--- src/rtl/ring_alloc_pkg.sv ---
package ring_alloc_pkg;

  // Per-group destination code
  typedef enum logic [1:0] {
    DST_KEEP = 2'b00,
    DST_PREV = 2'b01,
    DST_NEXT = 2'b10,
    DST_BAD  = 2'b11
  } dest_e;

  localparam int GROUPS_PER_CELL = 2;
  localparam int CFG_BITS        = 2 * GROUPS_PER_CELL;

endpackage

--- src/rtl/pta_cell_router.sv ---
module pta_cell_router
  import ring_alloc_pkg::*;
#(
  parameter int GROUP_TERMS = 4,
  localparam int CELL_TERMS = GROUPS_PER_CELL * GROUP_TERMS
) (
  input  logic [CELL_TERMS-1:0] terms_i,
  input  logic [CFG_BITS-1:0]   cfg_i,
  output logic                  keep_o,
  output logic                  to_prev_o,
  output logic                  to_next_o,
  output logic                  err_o
);

  logic  grp_a_or, grp_b_or;
  dest_e dst_a, dst_b;
  dest_e eff_a, eff_b;

  assign grp_a_or = |terms_i[GROUP_TERMS-1:0];
  assign grp_b_or = |terms_i[CELL_TERMS-1:GROUP_TERMS];

  always_comb begin
    dst_a = dest_e'(cfg_i[1:0]);
    dst_b = dest_e'(cfg_i[3:2]);
    // a dual claim leaves the group with its owner
    eff_a = (dst_a == DST_BAD) ? DST_KEEP : dst_a;
    eff_b = (dst_b == DST_BAD) ? DST_KEEP : dst_b;
    // one group per side at most: B yields to A
    if (eff_b != DST_KEEP && eff_b == eff_a) begin
      eff_b = DST_KEEP;
    end
  end

  always_comb begin
    err_o = (dst_a == DST_BAD) || (dst_b == DST_BAD) ||
            ((dst_a == dst_b) && (dst_a == DST_PREV || dst_a == DST_NEXT));
    keep_o    = (eff_a == DST_KEEP && grp_a_or) || (eff_b == DST_KEEP && grp_b_or);
    to_prev_o = (eff_a == DST_PREV && grp_a_or) || (eff_b == DST_PREV && grp_b_or);
    to_next_o = (eff_a == DST_NEXT && grp_a_or) || (eff_b == DST_NEXT && grp_b_or);
  end

endmodule

--- src/rtl/pta_ring.sv ---
module pta_ring
  import ring_alloc_pkg::*;
#(
  parameter int CELLS       = 6,
  parameter int GROUP_TERMS = 4,
  localparam int CELL_TERMS = GROUPS_PER_CELL * GROUP_TERMS
) (
  input  logic [CELLS*CELL_TERMS-1:0] terms_i,
  input  logic [CELLS*CFG_BITS-1:0]   cfg_i,
  output logic [CELLS-1:0]            sum_o,
  output logic [CELLS-1:0]            err_o
);

  logic [CELLS-1:0] keep, to_prev, to_next;

  for (genvar c = 0; c < CELLS; c++) begin : g_cell
    localparam int PRV = (c + CELLS - 1) % CELLS;
    localparam int NXT = (c + 1) % CELLS;

    pta_cell_router #(.GROUP_TERMS(GROUP_TERMS)) u_router (
      .terms_i   (terms_i[c*CELL_TERMS +: CELL_TERMS]),
      .cfg_i     (cfg_i[c*CFG_BITS +: CFG_BITS]),
      .keep_o    (keep[c]),
      .to_prev_o (to_prev[c]),
      .to_next_o (to_next[c]),
      .err_o     (err_o[c])
    );

    // own kept groups, plus what each neighbour sends this way
    assign sum_o[c] = keep[c] | to_next[PRV] | to_prev[NXT];
  end

endmodule

--- src/rtl/pt_ring_alloc.sv ---
module pt_ring_alloc
  import ring_alloc_pkg::*;
#(
  parameter int RING_CELLS  = 6,
  parameter int NUM_RINGS   = 2,
  parameter int GROUP_TERMS = 4,
  localparam int CELLS      = RING_CELLS * NUM_RINGS,
  localparam int CELL_TERMS = GROUPS_PER_CELL * GROUP_TERMS
) (
  input  logic [CELLS*CELL_TERMS-1:0] terms_i,
  input  logic [CELLS*CFG_BITS-1:0]   cfg_i,
  output logic [CELLS-1:0]            sum_o,
  output logic [CELLS-1:0]            cfg_err_o
);

  for (genvar r = 0; r < NUM_RINGS; r++) begin : g_ring
    localparam int T_W = RING_CELLS * CELL_TERMS;
    localparam int C_W = RING_CELLS * CFG_BITS;

    pta_ring #(.CELLS(RING_CELLS), .GROUP_TERMS(GROUP_TERMS)) u_ring (
      .terms_i (terms_i[r*T_W +: T_W]),
      .cfg_i   (cfg_i[r*C_W +: C_W]),
      .sum_o   (sum_o[r*RING_CELLS +: RING_CELLS]),
      .err_o   (cfg_err_o[r*RING_CELLS +: RING_CELLS])
    );
  end

endmodule

--- config.mk ---
export PLATFORM = sky130hd
export DESIGN_NAME = pt_ring_alloc
export DESIGN_NICKNAME = d
export VERILOG_FILES = /design/src/rtl/ring_alloc_pkg.sv /design/src/rtl/pta_cell_router.sv /design/src/rtl/pta_ring.sv /design/src/rtl/pt_ring_alloc.sv
export SDC_FILE = /design/constraint.sdc
export NUM_CORES = 1
export LEC_CHECK = 0
export ABC_AREA = 1
export BUFFER_PORTS_ARGS = -buffer_cell sky130_fd_sc_hd__buf_2
export CORE_MARGIN = 5
export CORE_UTILIZATION = 53
export DETAILED_ROUTE_END_ITERATION = 12
export PLACE_DENSITY_LB_ADDON = 0.3
export SLEW_MARGIN = 10
export SYNTH_ARGS = -nofsm -noshare
export SYNTH_HDL_FRONTEND = slang
export SYNTH_SLANG_ARGS = --single-unit
--- constraint.sdc ---
create_clock -name vclk -period 1.9
set_clock_uncertainty 0.1 [all_clocks]
set_input_delay 0.19 -clock vclk [all_inputs]
set_output_delay 0.19 -clock vclk [all_outputs]
set_load 0.01 [all_outputs]
* After elaboration in Yosys (flattened, before gate mapping)
Cells that the tools add are included.
** Word-level totals
- Flip-flop bits (word level) :: 0
- Input port bits :: 144
- Output and inout port bits :: 24
- Logic and storage cells :: 408
** Operators by class
- Eq/ne operators :: 120
- Muxes and demuxes :: 36
- Bitwise gates (word level) :: 24
- Reduce and logical (&&, ||, !) cells :: 228
** Operators by type and width (count)
- $eq A2 B2 Y1 const B :: 60
- $logic_and A1 B1 Y1 :: 96
- $reduce_or A4 Y1 :: 24
- $eq A2 B1 Y1 const B :: 36
- $logic_or A1 B1 Y1 :: 72
- $mux W2 :: 36
- $eq A2 B2 Y1 :: 24
- $logic_not A2 Y1 :: 24
- $or A1 B1 Y1 :: 24
- $reduce_bool A2 Y1 :: 12

* Depth between registers and ports, before layout
- Word-level depth :: 10
- Gate-level depth with buffers :: 11
- Gate-level depth less buffers :: 11

* Modules after synthesis
A second synthesis with hierarchy kept.
** Second synthesis, totals
- Cell total of the unflattened synthesis :: 552
- Area, all modules :: 3228.1 um2
** By module, submodules not included
- pta_cell_router :: times used 12, cells each 43, area each 257.7 um2, sequential area each 0.0 um2
- pta_ring :: times used 2, cells each 18, area each 67.6 um2, sequential area each 0.0 um2

* Least setup slack after synthesis
No wires, ideal clock.
- Path type :: input-to-output
- Start :: input port cfg_i[19]
- End :: output port sum_o[4]
- Arrival :: 1.004 ns
- Data required time :: 1.610 ns
- Path slack :: 0.606 ns
- Cell stages on the path :: 10
- Buffers on the path :: 0
- Cell sequence :: inv_1 -> ha_1 -> inv_1 -> a21oi_2 -> nand3_2 -> o21ai_1 -> nand2_1 -> nand2_1 -> inv_1 -> nand2_1
** Between the ends
- Longest elaborated chain between the ends :: 10
- Elaborated cells on any way between the ends :: 11
- Those cells by class :: eq/ne: 2; mux: 2; bitwise: 2; reduce/logical: 5
** Ends and longest elaborated chain
- start: declaration :: RTL line pt_ring_alloc.sv:11 : input logic [CELLS*CFG_BITS-1:0] cfg_i,
- $eq A2 B2 Y1 :: RTL line pta_cell_router.sv:27 : eff_b = (dst_b == DST_BAD) ? DST_KEEP : dst_b;
- $mux W2 (*) :: RTL line pta_cell_router.sv:27
- $eq A2 B2 Y1 or $reduce_bool A2 Y1 (tied branches) :: RTL line pta_cell_router.sv:29 : if (eff_b != DST_KEEP && eff_b == eff_a) begin
- $logic_and A1 B1 Y1 :: RTL line pta_cell_router.sv:29
- $mux W2 (*) :: RTL line pta_cell_router.sv:29
- $logic_not A2 Y1 (*) :: RTL line pta_cell_router.sv:37 : keep_o = (eff_a == DST_KEEP && grp_a_or) || (eff_b == DST_KEEP && grp_b_or);
- $logic_and A1 B1 Y1 (*) :: RTL line pta_cell_router.sv:37
- $logic_or A1 B1 Y1 (*) :: RTL line pta_cell_router.sv:37
- $or A1 B1 Y1 (*) (2 in series) :: RTL line pta_ring.sv:30 : assign sum_o[c] = keep[c] | to_next[PRV] | to_prev[NXT];
- end: declaration :: RTL line pt_ring_alloc.sv:12 : output logic [CELLS-1:0] sum_o,
Every way passes the cells marked *; elsewhere a longest branch is shown, timed or not.

* Final worst setup path
- Start :: input port cfg_i[0]
- End :: output port sum_o[0]
** Between the ends
- Longest elaborated chain between the ends :: 10
- Elaborated cells on any way between the ends :: 12
- Those cells by class :: eq/ne: 2; mux: 2; bitwise: 2; reduce/logical: 6
** Ends and longest elaborated chain
- $eq A2 B2 Y1 :: RTL line pta_cell_router.sv:26 : eff_a = (dst_a == DST_BAD) ? DST_KEEP : dst_a;
- $mux W2 (*) :: RTL line pta_cell_router.sv:26
- $eq A2 B2 Y1 :: RTL line pta_cell_router.sv:29
- $logic_and A1 B1 Y1 :: RTL line pta_cell_router.sv:29
- $mux W2 :: RTL line pta_cell_router.sv:29
- $logic_not A2 Y1 :: RTL line pta_cell_router.sv:37
- $logic_and A1 B1 Y1 :: RTL line pta_cell_router.sv:37
- $logic_or A1 B1 Y1 (*) :: RTL line pta_cell_router.sv:37
- $or A1 B1 Y1 (*) (2 in series) :: RTL line pta_ring.sv:30
Marked as above.

==> flow_summary.yaml <==
worst_setup_path:
  critical_path.cell_chain: "buf_2, inv_1, ha_1, or2_0, nand3_1, o21ai_0, nand2_1, nand3_1, buf_2"
  critPathArrivalTime_ps: 1360
  critical_path.startpoint_type: "primary input"
  timing.setup.critical_path_class: "in -> out"
  worst_ep_required_time_ps: 1610
  cp-end-kind: "output pin"
  critical-path-slowest-cell: "sky130_fd_sc_hd__or2_0"
  worstPathMaxFanout: 5
  slowest_delay_ps: 220
routing:
  wire_per_inst_microns: 10.9
  routed_via_density: 4.84
  drt-total-wl_microns: 8570
  vias: 3812
  drtIter0Drc: 94
  antenna_violating_nets_post_route: 0
  drc: 0
  detail_route.first_pass.iterations: 4
sta:
  finalSetupViolations: 0
  period_needed_ps: 1650
  tightestPinTransition_ps: 217
  holdWs_ps: 704
  final.period_utilization_pct: 86.8
  slew_violations: 0
  finalHoldViolCount: 0
  tns_ps: 0
  max_freq_mhz: 606
  relSlewSlack_pct: 85.4
  grt_setup_unrepaired: "false"
global_routing:
  first_global_vias: 3660
  grt_pass1_wl_microns: 13800
  global_route.usage.total_pct: 20.5
  pin_count_of_the_biggest_net_entering_global_routing: 7
  number_of_antenna_violations_at_the_first_check_in_global_routing: 0
  global_route.overflow_total: 0
die:
  die_footprint_sq_um: 7900
  die_h_microns: 88.9
  floorplan.core_area_sq_um: 5990
  initial_core_util_pct: 55.0
  dieWidth_microns: 88.9
  design.portCount: 168
  rows: 28
hold_path:
  hold_path_class: "in -> out"
  min_from: "terms_i[71]"
  worst_hold_path.endpoint: "sum_o[8]"
  hold_path_depth: 6
power:
  p_clk_share_pct: 0
  power_switching_w: 0.000450
  intPower_w: 0.000354
  cellLeakagePower_nw: 2.59
  switch_share_pct: 56.0
  power_density_nw_per_um2: 194
  pwr-share-comb_pct: 100.0
  power.sequential.fraction_pct: 0
  vdd_ir_drop_max_mv: 0.120
final_layout:
  finish.net_count: 955
  num-fill-cells: 583
  final.clkbuf_count: 0
  layout-area-overhead-vs-synth_pct: 25.6
  final_core_util_pct: 69.1
  seq_cell_count: 0
  register_area_sq_um: 0
  drive_gt1_share_pct: 25.1
  antennaDiodeCount: 0
  stdcell_area_sq_um: 4140
yosys:
  syn-mean-instance-area_sq_um: 5.92
  cell_taking_the_most_area_after_synthesis: "sky130_fd_sc_hd__ha_1"
  netlist.area_leader.share_pct: 36.4
  syn_area_sq_um: 3300
  ys_top_cells_by_area: "sky130_fd_sc_hd__ha_1, sky130_fd_sc_hd__nand2_1, sky130_fd_sc_hd__inv_1, sky130_fd_sc_hd__nor2_1, sky130_fd_sc_hd__o21ai_0"
  ys_seq_area_share_pct: 0
  yosysWarningCount: 0
  netlist_instances: 557
  postSynthNetCount: 797
  post_synth_num_cell_types: 16
cts:
  hold_buffer_count_at_cts: 0
  cts_repair_resize_count: 0
  post-cts-setup-buffer-count: 0
status:
  run_status: "finished, final reports clean"
placed_design:
  place_congestion: 0.885
  hpwlAfterDp_microns: 7890
  placed_area_sq_um: 4140
  io_buffer_count: 168
run:
  timing.max_cap.violations: 0
==> cells in the mapped netlist (4+ instances only) <==
cell type and n:
sky130_fd_sc_hd__a21boi_0 8, sky130_fd_sc_hd__a21oi_1 32, sky130_fd_sc_hd__a21oi_2 4, sky130_fd_sc_hd__buf_4 12, sky130_fd_sc_hd__ha_1 96, sky130_fd_sc_hd__inv_1 107, sky130_fd_sc_hd__nand2_1 133, sky130_fd_sc_hd__nand3_1 21
sky130_fd_sc_hd__nand3_2 7, sky130_fd_sc_hd__nand4_1 16, sky130_fd_sc_hd__nor2_1 68, sky130_fd_sc_hd__o21ai_0 35, sky130_fd_sc_hd__or2_0 4, sky130_fd_sc_hd__xor2_1 12
==> final cells by class <==
type,count,area [sq um],area share (%)
multi-input cells,438,2810,67.7
repair buffers,168,841,20.3
inverters,107,402,9.70
well taps,75,93.8,2.27
==> cell usage in the layout, fill, tap and decap left out, drive strengths merged <==
master | synthesis | layout
buf | 12 | 168
o21ai | 36 | 36
nand4 | 16 | 16
nor2 | 68 | 68
ha | 96 | 96
or2 | 4 | 4
inv | 107 | 107
a21boi | 8 | 8
xor2 | 12 | 12
xnor2 | 1 | 1
nand3 | 28 | 28
nand2 | 133 | 133
a21oi | 36 | 36
==> per-layer routing <==
layer  GRT usage [%]  routed length (microns)  vias up
met5               0                        0        -
met3            1.49                      605        8
met2            41.0                     4340       96
met1            24.1                     3560     1666
li1                -                        -     2042
met4            2.34                       63        0
==> stage by stage <==
step	worst slack (ps)	instances	power [W]
finish	250	788	0.000804
global route	73.9	788	0.000927
CTS	235	788	0.000809
detailed placement	236	788	0.000805
global placement	303	788	0.000769
floorplan	606	557	0.000500
==> critical path, delay by kind of cell <==
| kind | cells | cell delay (ps) |
|---|---|---|
| AND/OR/NAND/NOR | 4 | 490 |
| AO/OA/AOI/OAI | 1 | 100 |
| buffers and inverters | 3 | 370 |
| adder cells (fa/ha/maj) | 1 | 210 |
==> power groups by stage <==
stage | clock network, W | registers, W | logic (W)
2_1_floorplan | 0 | 0 | 0.000500
3_3_place_gp | 0 | 0 | 0.000769
3_5_place_dp | 0 | 0 | 0.000805
4_1_cts | 0 | 0 | 0.000809
5_1_grt | 0 | 0 | 0.000927
6_report | 0 | 0 | 0.000804
==> worst max path at each step <==
stage	startpoint	to	slack, ps	cells after the start
after CTS	cfg_i[0]	sum_o[0]	230	9
after detailed placement	cfg_i[0]	sum_o[0]	240	9
after floorplan	cfg_i[19]	sum_o[4]	610	10
after global placement	cfg_i[47]	sum_o[6]	300	11
final	cfg_i[0]	sum_o[0]	250	9
after global routing	cfg_i[38]	sum_o[9]	70	13
==> cells by family (layout without fill, tap and decap cells) <==
logic type | count (synthesis) | in the layout | share of synthesized area [%]
simple gates | 249 | 249 | 32.0
buf+inv | 119 | 275 | 14.9
fa+ha+maj | 96 | 96 | 36.4
compound gates | 80 | 80 | 13.2
xor+xnor | 13 | 13 | 3.45
Power figures use the tool's default switching activity.
